==> src/rtl/hid_pkg.sv <==
package hid_pkg;
    typedef enum logic [1:0] {
        MD_BUF    = 2'b00,
        MD_PIO    = 2'b01,
        MD_CTRL   = 2'b10,
        MD_DIRECT = 2'b11
    } hid_mode_e;

    typedef enum logic [1:0] {
        CY_CMD  = 2'b00,
        CY_ADDR = 2'b01,
        CY_DATA = 2'b10,
        CY_RSVD = 2'b11
    } hid_cycle_e;

    typedef enum logic {
        ST_UNSET = 1'b0,
        ST_ARMED = 1'b1
    } hid_state_e;

    localparam int MODE_LSB = 26;
    localparam int BANK_LSB = 24;
endpackage

==> src/rtl/hid_index_reg.sv <==
module hid_index_reg
    import hid_pkg::*;
#(
    parameter int DATA_W = 32
) (
    input  logic              clk,
    input  logic              rst_n,
    input  logic              idx_wr,
    input  logic [DATA_W-1:0] idx_wdata,
    input  logic              rsvd_hit,
    output logic [DATA_W-1:0] idx_q,
    output logic              armed,
    output logic              err_q
);
    hid_state_e state_q, state_d;

    // state register
    always_ff @(posedge clk) begin
        if (!rst_n) state_q <= ST_UNSET;
        else        state_q <= state_d;
    end

    // transitions: UNSET_TO_ARMED on first index write, ARMED holds
    always_comb begin
        state_d = state_q;
        unique case (state_q)
            ST_UNSET: if (idx_wr) state_d = ST_ARMED;
            ST_ARMED: state_d = ST_ARMED;
        endcase
    end

    always_ff @(posedge clk) begin
        if (!rst_n) begin
            idx_q <= '0;
            err_q <= 1'b0;
        end else begin
            if (idx_wr)   idx_q <= idx_wdata;
            if (rsvd_hit) err_q <= 1'b1;
        end
    end

    assign armed = (state_q == ST_ARMED);

    a_r3_index_hold: assert property (@(posedge clk) disable iff (!rst_n)
        !idx_wr |=> $stable(idx_q));
    a_r6_err_sticky: assert property (@(posedge clk) disable iff (!rst_n)
        err_q |=> err_q);
    a_r1_unset_zero: assert property (@(posedge clk) disable iff (!rst_n)
        !armed |-> (idx_q == '0));
endmodule

==> src/rtl/hid_router.sv <==
module hid_router
    import hid_pkg::*;
#(
    parameter int DATA_W   = 32,
    parameter int ADDR_W   = 5,
    parameter int MODE_W   = 2,
    parameter int BANK_W   = 2,
    parameter int IDX_OFF  = 0,
    parameter int DATA_OFF = 16
) (
    input  logic                    clk,
    input  logic                    rst_n,
    input  logic                    host_req,
    input  logic                    host_we,
    input  logic [ADDR_W-1:0]       host_addr,
    input  logic [DATA_W-1:0]       host_wdata,
    output logic                    host_ready,
    output logic [DATA_W-1:0]       host_rdata,
    input  logic [DATA_W-1:0]       idx_q,
    input  logic                    armed,
    output logic [(1<<MODE_W)-1:0]  dn_valid,
    input  logic [(1<<MODE_W)-1:0]  dn_ready,
    output logic                    dn_we,
    output logic [DATA_W-1:0]       dn_wdata,
    input  logic [DATA_W-1:0]       dn_rdata,
    output logic [BANK_W-1:0]       dn_bank,
    output logic [1:0]              dn_cycle,
    output logic [BANK_LSB-1:0]     dn_param,
    output logic                    idx_wr,
    output logic                    rsvd_hit
);
    localparam int NT = 1 << MODE_W;

    logic              hit_idx, hit_data, reserved, routed;
    logic [MODE_W-1:0] mode;

    assign hit_idx  = (host_addr == ADDR_W'(IDX_OFF));
    assign hit_data = (host_addr == ADDR_W'(DATA_OFF));
    assign mode     = idx_q[MODE_LSB +: MODE_W];
    assign reserved = (mode == MODE_W'(MD_DIRECT)) && (idx_q[1:0] == CY_RSVD);
    assign routed   = hit_data && armed && !reserved;

    for (genvar t = 0; t < NT; t++) begin : g_target
        assign dn_valid[t] = host_req && routed && (mode == MODE_W'(t));
    end

    always_comb begin
        host_ready = routed ? dn_ready[mode] : 1'b1;
        if (hit_idx)     host_rdata = idx_q;
        else if (routed) host_rdata = dn_rdata;
        else             host_rdata = '0;
    end

    assign dn_we    = host_we;
    assign dn_wdata = host_wdata;
    assign dn_bank  = idx_q[BANK_LSB +: BANK_W];
    assign dn_cycle = idx_q[1:0];
    assign dn_param = idx_q[BANK_LSB-1:0];
    assign idx_wr   = host_req && host_we && hit_idx;
    assign rsvd_hit = host_req && hit_data && armed && reserved;

    a_r4_one_target: assert property (@(posedge clk) disable iff (!rst_n)
        $onehot0(dn_valid));
    a_r2_quiet_unset: assert property (@(posedge clk) disable iff (!rst_n)
        !armed |-> (dn_valid == '0));
    a_r7_ready_follows: assert property (@(posedge clk) disable iff (!rst_n)
        (|dn_valid) |-> (host_ready == |(dn_valid & dn_ready)));
endmodule

==> src/rtl/host_index_decoder.sv <==
module host_index_decoder
    import hid_pkg::*;
#(
    parameter int DATA_W = 32,
    parameter int ADDR_W = 5,
    parameter int MODE_W = 2,
    parameter int BANK_W = 2
) (
    input  logic                   clk,
    input  logic                   rst_n,
    input  logic                   host_req,
    input  logic                   host_we,
    input  logic [ADDR_W-1:0]      host_addr,
    input  logic [DATA_W-1:0]      host_wdata,
    output logic                   host_ready,
    output logic [DATA_W-1:0]      host_rdata,
    output logic [(1<<MODE_W)-1:0] dn_valid,
    input  logic [(1<<MODE_W)-1:0] dn_ready,
    output logic                   dn_we,
    output logic [DATA_W-1:0]      dn_wdata,
    input  logic [DATA_W-1:0]      dn_rdata,
    output logic [BANK_W-1:0]      dn_bank,
    output logic [1:0]             dn_cycle,
    output logic [BANK_LSB-1:0]    dn_param,
    output logic                   idx_err
);
    logic [DATA_W-1:0] idx_q;
    logic              armed, idx_wr, rsvd_hit;

    hid_index_reg #(.DATA_W(DATA_W)) u_index (
        .clk       (clk),
        .rst_n     (rst_n),
        .idx_wr    (idx_wr),
        .idx_wdata (host_wdata),
        .rsvd_hit  (rsvd_hit),
        .idx_q     (idx_q),
        .armed     (armed),
        .err_q     (idx_err)
    );

    hid_router #(
        .DATA_W (DATA_W),
        .ADDR_W (ADDR_W),
        .MODE_W (MODE_W),
        .BANK_W (BANK_W)
    ) u_router (
        .clk        (clk),
        .rst_n      (rst_n),
        .host_req   (host_req),
        .host_we    (host_we),
        .host_addr  (host_addr),
        .host_wdata (host_wdata),
        .host_ready (host_ready),
        .host_rdata (host_rdata),
        .idx_q      (idx_q),
        .armed      (armed),
        .dn_valid   (dn_valid),
        .dn_ready   (dn_ready),
        .dn_we      (dn_we),
        .dn_wdata   (dn_wdata),
        .dn_rdata   (dn_rdata),
        .dn_bank    (dn_bank),
        .dn_cycle   (dn_cycle),
        .dn_param   (dn_param),
        .idx_wr     (idx_wr),
        .rsvd_hit   (rsvd_hit)
    );
endmodule

==> config.mk <==
export PLATFORM = sky130hd
export DESIGN_NAME = host_index_decoder
export DESIGN_NICKNAME = d
export VERILOG_FILES = /design/src/rtl/hid_pkg.sv /design/src/rtl/hid_index_reg.sv /design/src/rtl/hid_router.sv /design/src/rtl/host_index_decoder.sv
export SDC_FILE = /design/constraint.sdc
export NUM_CORES = 1
export LEC_CHECK = 0
export ABC_CLOCK_PERIOD_IN_PS = 2500
export BUFFER_PORTS_ARGS = -buffer_cell sky130_fd_sc_hd__buf_2
export CAP_MARGIN = 40
export CORE_ASPECT_RATIO = 0.9
export CORE_MARGIN = 2
export CORE_UTILIZATION = 41
export DETAILED_ROUTE_END_ITERATION = 12
export HOLD_SLACK_MARGIN = 0.06
export PLACE_DENSITY = 0.79
export SETUP_SLACK_MARGIN = 0.1
export SLEW_MARGIN = 5
export SYNTH_ARGS = -nofsm -noshare
export SYNTH_HDL_FRONTEND = slang
export SYNTH_SLANG_ARGS = --single-unit
==> constraint.sdc <==
create_clock -name clk -period 2.5 [get_ports clk]
set_input_delay 0.5 -clock clk [delete_from_list [all_inputs] [get_ports clk]]
set_output_delay 0.5 -clock clk [all_outputs]
set_load 0.03 [all_outputs]
# Yosys cells after proc, flatten, opt, wreduce, memory -nomap -nowiden
# Index checks and enable logic that the tools add are counted.
# word_totals
ff_bits	34
input_bits	77
output_inout_bits	99
wordCells	33
# op_classes
magnitude_cmp	1
n_eq_ne	5
muxes	7
bitwise	1
n_reduce_logical	16
# ops
operator	count
$mux W32	2
$logic_and A1 B1 Y1	13
$eq A2 B2 Y1 const B	3
$eq A5 B5 Y1 const B	1
$logic_not A5 Y1	1
$lt A2 B3 Y1 const B	1
$mux W1	3
$bmux W1 S2	1
$eq A2 B1 Y1 const B	1
$logic_not A2 Y1	1
$pmux W1 S2	1
$logic_not A1 Y1	1
$not A1 Y1	1

# Depth between registers and ports, before layout
# Gate-level depths: netlist of run 1.
# depth
ltp_word	6
ltp_mapped	5
ltp_nobuf	3

# Cells and area by module
# From an unflattened synthesis of run 1, not the netlist that was laid out.
# unflattened
cells_unflattened	264
hier_area_um2	2333.5
# by_module_without_submodules
mod	n_inst	cells_per_inst	area_per_inst_um2	seq_area_each_um2
hid_index_reg	1	107	1298.7	680.7
hid_router	1	157	1034.7	0.0

# Worst setup path before layout of run 1
# Ideal clock, no wire load.
# synth_timing
path_type	input-to-output
from	input host_addr[1]
to	output dn_valid[2]
arrival_time_ns	2.195
slack_ns	-0.195
path_stages	4
path_cell_list	or4_4 -> buf_6 -> or2_1 -> nor3b_1
# synth_between
elab_chain_cells	5
# synth_rtl
element	line	rtl
from (decl)	host_index_decoder.sv:13	input logic [ADDR_W-1:0] host_addr,
$eq A5 B5 Y1	hid_router.sv:38	assign hit_data = (host_addr == ADDR_W'(DATA_OFF));
$logic_and A1 B1 Y1 (2 in series)	hid_router.sv:41	assign routed = hit_data && armed && !reserved;
$logic_and A1 B1 Y1 (2 in series)	hid_router.sv:44	assign dn_valid[t] = host_req && routed && (mode == MODE_W'(t));
to (decl)	host_index_decoder.sv:17	output logic [(1<<MODE_W)-1:0] dn_valid,
# Every way passes these cells.

# Final worst setup path of run 1
# layout_timing
from	input host_addr[1]
to	output host_ready
# layout_between
elab_chain_cells	4
# layout_rtl
element	line	rtl
$eq A5 B5 Y1	hid_router.sv:38	
$logic_and A1 B1 Y1 (2 in series)	hid_router.sv:41	
$mux W1	hid_router.sv:48	host_ready = routed ? dn_ready[mode] : 1'b1;
to (decl)	host_index_decoder.sv:15	output logic host_ready,
# Every way passes these cells.

==> flow_summary.toml, run 1 <==
[synthesis]
avgSynthCellArea_um2 = 7.910
yosysWarnings = 0
yosysSeqAreaShare = 0.2859
syn_nets = 378
synth-seq-cells = 34
ys_types = 22
syn_area_um2 = 2381
syn_inst = 301

[cts]
cts_hold_buf = 0
cts_tree = "yes"
cts_buffer_depth = 2
clk_latency_ps = 270
cts-buffers-inserted = 5
clock-sinks = 34
h-tree-depth = 2
root_buffer = "clkbuf_8"
clkTransAtPathRegs_ps = 70

[detailed_routing]
drt-initial-drc-count = 133
wl_per_cell_um = 13.63
wl_um = 6557
vias = 2444
drtAntennaViolNets = 0
vias_per_cell = 5.081
drc = 0
drt_pass1_iterations = 4

[floorplanning]
num_rows = 26
io_pins = 176
dieArea_um2 = 6434
design.core.area_um2 = 5628
die_h_um = 76.30
die_w_um = 84.33
start_util = 0.4231

[finish]
area_growth_pct = 25.75
fill_cells = 554
diodes = 0
num-nets-final = 488
layout-drive-gt1-share = 0.4915
final_util = 0.5320

[sta]
fin_hold_ws_ps = 449.6
timing.slew.headroom = 0.5999
setup_violations = 0
fin_tns_setup_ps = 0
final_hold_viol_count = 0
final_min_period_over_clock_period = 0.9426
rsz0062_at_grt = "false"
fmax_ghz = 0.4244
tightestPinTransition_ps = 600.2
clock_skew_ps = 3.374
drv_slew = 0
timing.final.crit_period_ps = 2357

[run_status]
outcome = "complete, no violations"

[place]
port_buffers = 175
place_congestion = 0.8080
dp_hpwl_um = 5007

[global_routing]
grt_usage = 0.1970
grt_pass1_wl_um = 10580
grt_max_degree = 35
grt_overflow = 0
antenna_found_initial = 0
grt_pass1_vias = 2311

[pwr]
ir_drop_v = 0.0002158
power_density_nw_per_um2 = 379.7
p_leak_nw = 1.425
power_mw = 1.137

[critical_path]
cp-end-kind = "output pin"
critPathMaxFanout = 6
start_kind = "input port"
cp.required_ps = 2000
criticalPathCategory = "in -> out"
worstPathArrival_ps = 1860

[flow_run]
drv_cap = 0

[min_path]
min_path_type = "reg -> reg"
## layout by cell type, fill, tap and decap left out
| cell type | netlist | routed |
|---|---|---|
| nand2_1 | 67 | 67 |
| clkbuf_8 | 0 | 5 |
| nor3_2 | 0 | 1 |
| a32oi_1 | 32 | 32 |
| and2_1 | 1 | 1 |
| dfxtp_1 | 34 | 34 |
| o31ai_1 | 1 | 1 |
| nor3b_2 | 0 | 2 |
| buf_4 | 61 | 13 |
| clkbuf_1 | 22 | 2 |
| nand4_1 | 1 | 1 |
| mux4_2 | 1 | 1 |
| or2_4 | 0 | 1 |
| nor2_1 | 33 | 33 |
| mux2i_1 | 32 | 32 |
| o21a_1 | 1 | 1 |
| buf_12 | 0 | 3 |
| or3_1 | 1 | 1 |
| or4_4 | 1 | 1 |
| inv_1 | 2 | 2 |
| buf_2 | 0 | 174 |
| nor3_4 | 1 | 1 |
| nand3_1 | 2 | 2 |
## what timing repair did
action / CTS / global route
resized for setup: 1 / 5
pin swaps: 0 / 0
setup endpoints to repair: 1 / 3
setup buffers: 0 / 2
## cells in the mapped netlist
cell type / instances / area, µm²
a32oi_1: 32 / 280.3
and2_1: 1 / 6.260
buf_4: 61 / 457.9
buf_6: 1 / 11.26
buf_8: 3 / 45.04
clkbuf_1: 22 / 82.58
dfxtp_1: 34 / 680.7
inv_1: 2 / 7.510
mux2i_1: 32 / 320.3
mux4_2: 1 / 22.52
nand2_1: 67 / 251.5
nand3_1: 2 / 10.01
nand4_1: 1 / 6.260
nor2_1: 33 / 123.9
nor3_1: 1 / 5.000
nor3_4: 1 / 16.27
nor3b_1: 2 / 15.01
o21a_1: 1 / 7.510
o31ai_1: 1 / 7.510
or2_1: 1 / 6.260
or3_1: 1 / 6.260
or4_4: 1 / 11.26
## critical path, stage by stage
cell	delay, ps
buf_2	100
or4_4	560
buf_12	160
or3_1	360
buf_4	170
## where the power goes
part / switching (mW) / internal [mW] / total (mW) / leakage [nW]
registers: 0.00193 / 0.544 / 0.546 / 0.274
clock network: 0.179 / 0.192 / 0.371 / 0.0383
logic: 0.137 / 0.0834 / 0.220 / 1.11
## state kept, by name (all words and copies together) (netlist names)
name           flops
u_index.err_q      1
u_index.idx_q     32
u_index.armed      1
## routing by layer
metal | part of all wire | GRT usage
met1 | 0.42 | 0.2405
met2 | 0.50 | 0.3556
met3 | 0.076 | 0.03900
met4 | 0.0075 | 0.04603
met5 | 0 | 0
## final timing paths
path / start / end / slack [ps] / depth (start not counted)
min reg2reg: u_index.err_q / u_index.err_q / 450 / 2
max: host_addr[1] / host_ready / 140 / 5
min: u_index.err_q / u_index.err_q / 450 / 2
max reg2reg: u_index.idx_q[27] / u_index.err_q / 1270 / 3
## through the flow
stage | setup WS (ps) | std cells | instance area (µm²)
after CTS | 115.0 | 479 | 2965
after floorplan | 67.79 | 301 | 2396
final | 143.5 | 481 | 2994
after global routing | 112.1 | 481 | 2994
after detailed placement | 92.72 | 472 | 2885
after global placement | 101.8 | 472 | 2885
## layout make-up
class | count | area (µm²) | area share
inverters | 2 | 7.507 | 0.002507
multi-input cells | 178 | 1114 | 0.3719
clock buffers | 7 | 76.32 | 0.02549
well taps | 70 | 87.58 | 0.02925
flip-flops and latches | 34 | 680.7 | 0.2273
repair buffers | 190 | 1028 | 0.3435
## cells by family after synthesis
group | after synthesis | synth area share
AOI/OAI and AO/OA | 34 | 0.1240
buffers and inverters | 89 | 0.2538
muxes | 33 | 0.1440
and+or+nand+nor | 111 | 0.1923
DFF | 34 | 0.2859
(Power assumes the default switching activity.)
==> run 2, diff against run 1 <==
ABC_AREA = 1   (was unset)
CORE_UTILIZATION = 42   (was 41)
CTS_BUF_LIST = sky130_fd_sc_hd__clkbuf_16   (was unset)
PLACE_DENSITY = 0.8   (was 0.79)
==> flow_summary.toml, run 2 <==
[finish]
num-nets-final = 590
final_cell_area_um2 = 3028
largest_reg_flops = 32
final_util = 0.5319
diodes = 0
multi_input_area_um2 = 1049
fill_cells = 586
final_common_cell = "buf_2"
final_cell_count_no_fill = 584
layout-drive-gt1-share = 0.3735
regMostFlops = "u_index.idx_q"
register_area_um2 = 680.7
layout_common_cells = "buf_2 (175), nand2_1 (135), nor2_1 (74)"
area_growth_pct = 22.04

[critical_path]
crit_family = "simple AND/OR/NAND/NOR gates"
worst-path-buf-inv = 2
path_cells = "buf_2 -> nor2_2 -> nand3_2 -> nor2_4 -> nand2_1 -> nor2_1 -> buf_2"
rr_endpoint = "u_index.err_q"
timing.rr.start = "u_index.idx_q[26]"
critPathMostFrequentCell = "buf_2"
cp-end-kind = "output pin"
cp.required_ps = 2000
worstPathArrival_ps = 1730
start_kind = "input port"
slowest_stage = "nor2_4"
max_stage_delay_ps = 290
ff2ff_setup_slack_ps = 1360
criticalPathCategory = "in -> out"
critPathMaxFanout = 12
reg2reg_depth = 6

[pwr]
ir_drop_v = 0.0002208
power_mw = 1.338
power_density_nw_per_um2 = 441.8
p_leak_nw = 1.858

[place]
dp_hpwl_um = 4733
place_congestion = 0.7854
dp.cells = 576
pre_cts_ws_ps = 243.8
place_area_um2 = 2890
port_buffers = 175

[cts]
clkTransAtPathRegs_ps = 50
post-cts-setup-buffers = 0
clock-sinks = 34
root_buffer = "clkbuf_16"
postCtsResizedCells = 0
cts_hold_buf = 0
cts_tree = "yes"
h-tree-depth = 2
clk_latency_ps = 270
cts-buffers-inserted = 5
cts_buffer_depth = 2

[synthesis]
yosysTopAreaCell = "dfxtp_1"
synth_edf_count = 0
yosysWarnings = 0
synth-main-ff-cell = "dfxtp_1"
avgSynthCellArea_um2 = 6.096
yosysSeqAreaShare = 0.2743
ys_types = 17
synth-async-reset-ratio = 0
synth-seq-cells = 34
syn_inst = 407
syn_nets = 484
yosysTopAreaCellShare = 0.2743
synth.most_common_cell = "nand2_1"
synth.area.top_cells = "dfxtp_1 (27%), nand2_1 (20%), buf_4 (19%)"
synthTopCellsByCount = "nand2_1 (135), nor2_1 (74), buf_4 (64), inv_1 (37), nand3_1 (36)"
syn_area_um2 = 2481

[global_routing]
grt_max_degree = 63
grt_pass1_vias = 2308
grt_overflow = 0
grt_usage = 0.1928
grt_pass1_wl_um = 10310
antenna_found_initial = 0

[detailed_routing]
wl_um = 6340
drt_pass1_iterations = 4
vias = 2609
wl_per_cell_um = 10.86
vias_per_cell = 4.467
drt-initial-drc-count = 96
drtAntennaViolNets = 0
drc = 0

[sta]
timing.final.crit_period_ps = 2230
setup_violations = 0
fmax_ghz = 0.4485
drv_slew = 0
setup_ws_ps = 270.2
fin_tns_setup_ps = 0
timing.slew.headroom = 0.5898
rsz0062_at_grt = "false"
final_hold_viol_count = 0
fin_hold_ws_ps = 471.8
clock_skew_ps = 0.9917
tightestPinTransition_ps = 615.3
final_min_period_over_clock_period = 0.8919

[min_path]
min-delay-start = "u_index.err_q"
holdPathStages = 2
min_to = "u_index.err_q"
min_path_type = "reg -> reg"

[floorplanning]
io_pins = 176
die_h_um = 76.92
dieArea_um2 = 6539
num_rows = 26
die_w_um = 85.02
start_util = 0.4358
design.core.area_um2 = 5693

[flow_run]
drv_cap = 0

[run_status]
outcome = "complete, no violations"
-- run 2: where the power goes --
group          total, mW  internal (mW)  switching (mW)
Sequential         0.549          0.546         0.00305
Clock              0.566          0.359           0.207
Combinational      0.222         0.0804           0.141
Total               1.34          0.986           0.352
-- run 2: cell families (layout without fill, tap and decap cells) --
group / after synthesis / after routing / share of synthesized area
and+or+nand+nor: 253 / 253 / 0.4186
buffers and inverters: 118 / 225 / 0.3031
DFF: 34 / 34 / 0.2743
AOI/OAI and AO/OA: 2 / 2 / 0.004034
-- run 2: cell type report --
type                    count  share of cell area
multi-input cells         255              0.3463
well taps                  70             0.02893
clock inverters             3            0.004132
inverters                  38             0.04711
repair buffers            179              0.3074
flip-flops and latches     34              0.2248
clock buffers               5             0.04132
-- run 2: worst max-delay path by stage --
stage | startpoint | end | slack [ps] | cells past startpoint
floorplan | host_addr[3] | host_rdata[26] | 510 | 3
global placement | host_addr[1] | host_rdata[15] | 290 | 8
detailed placement | host_addr[1] | dn_valid[2] | 240 | 7
CTS | host_addr[1] | dn_valid[2] | 240 | 7
global route | host_addr[3] | dn_valid[2] | 120 | 7
finish | host_addr[1] | dn_valid[2] | 270 | 7
-- run 2: worst min-delay path: stages (launching register included) --
cell	delay, ps
dfxtp_1	320
nor2_1	50
nor2_1	70
-- run 2: per-layer routing --
layer  vias up  routed length, µm  GRT usage
li1       1368                  -          -
met1      1120               2558     0.2116
met2       115               3171     0.3688
met3         6                544    0.03983
met4         0                 66    0.05238
met5         -                  0          0
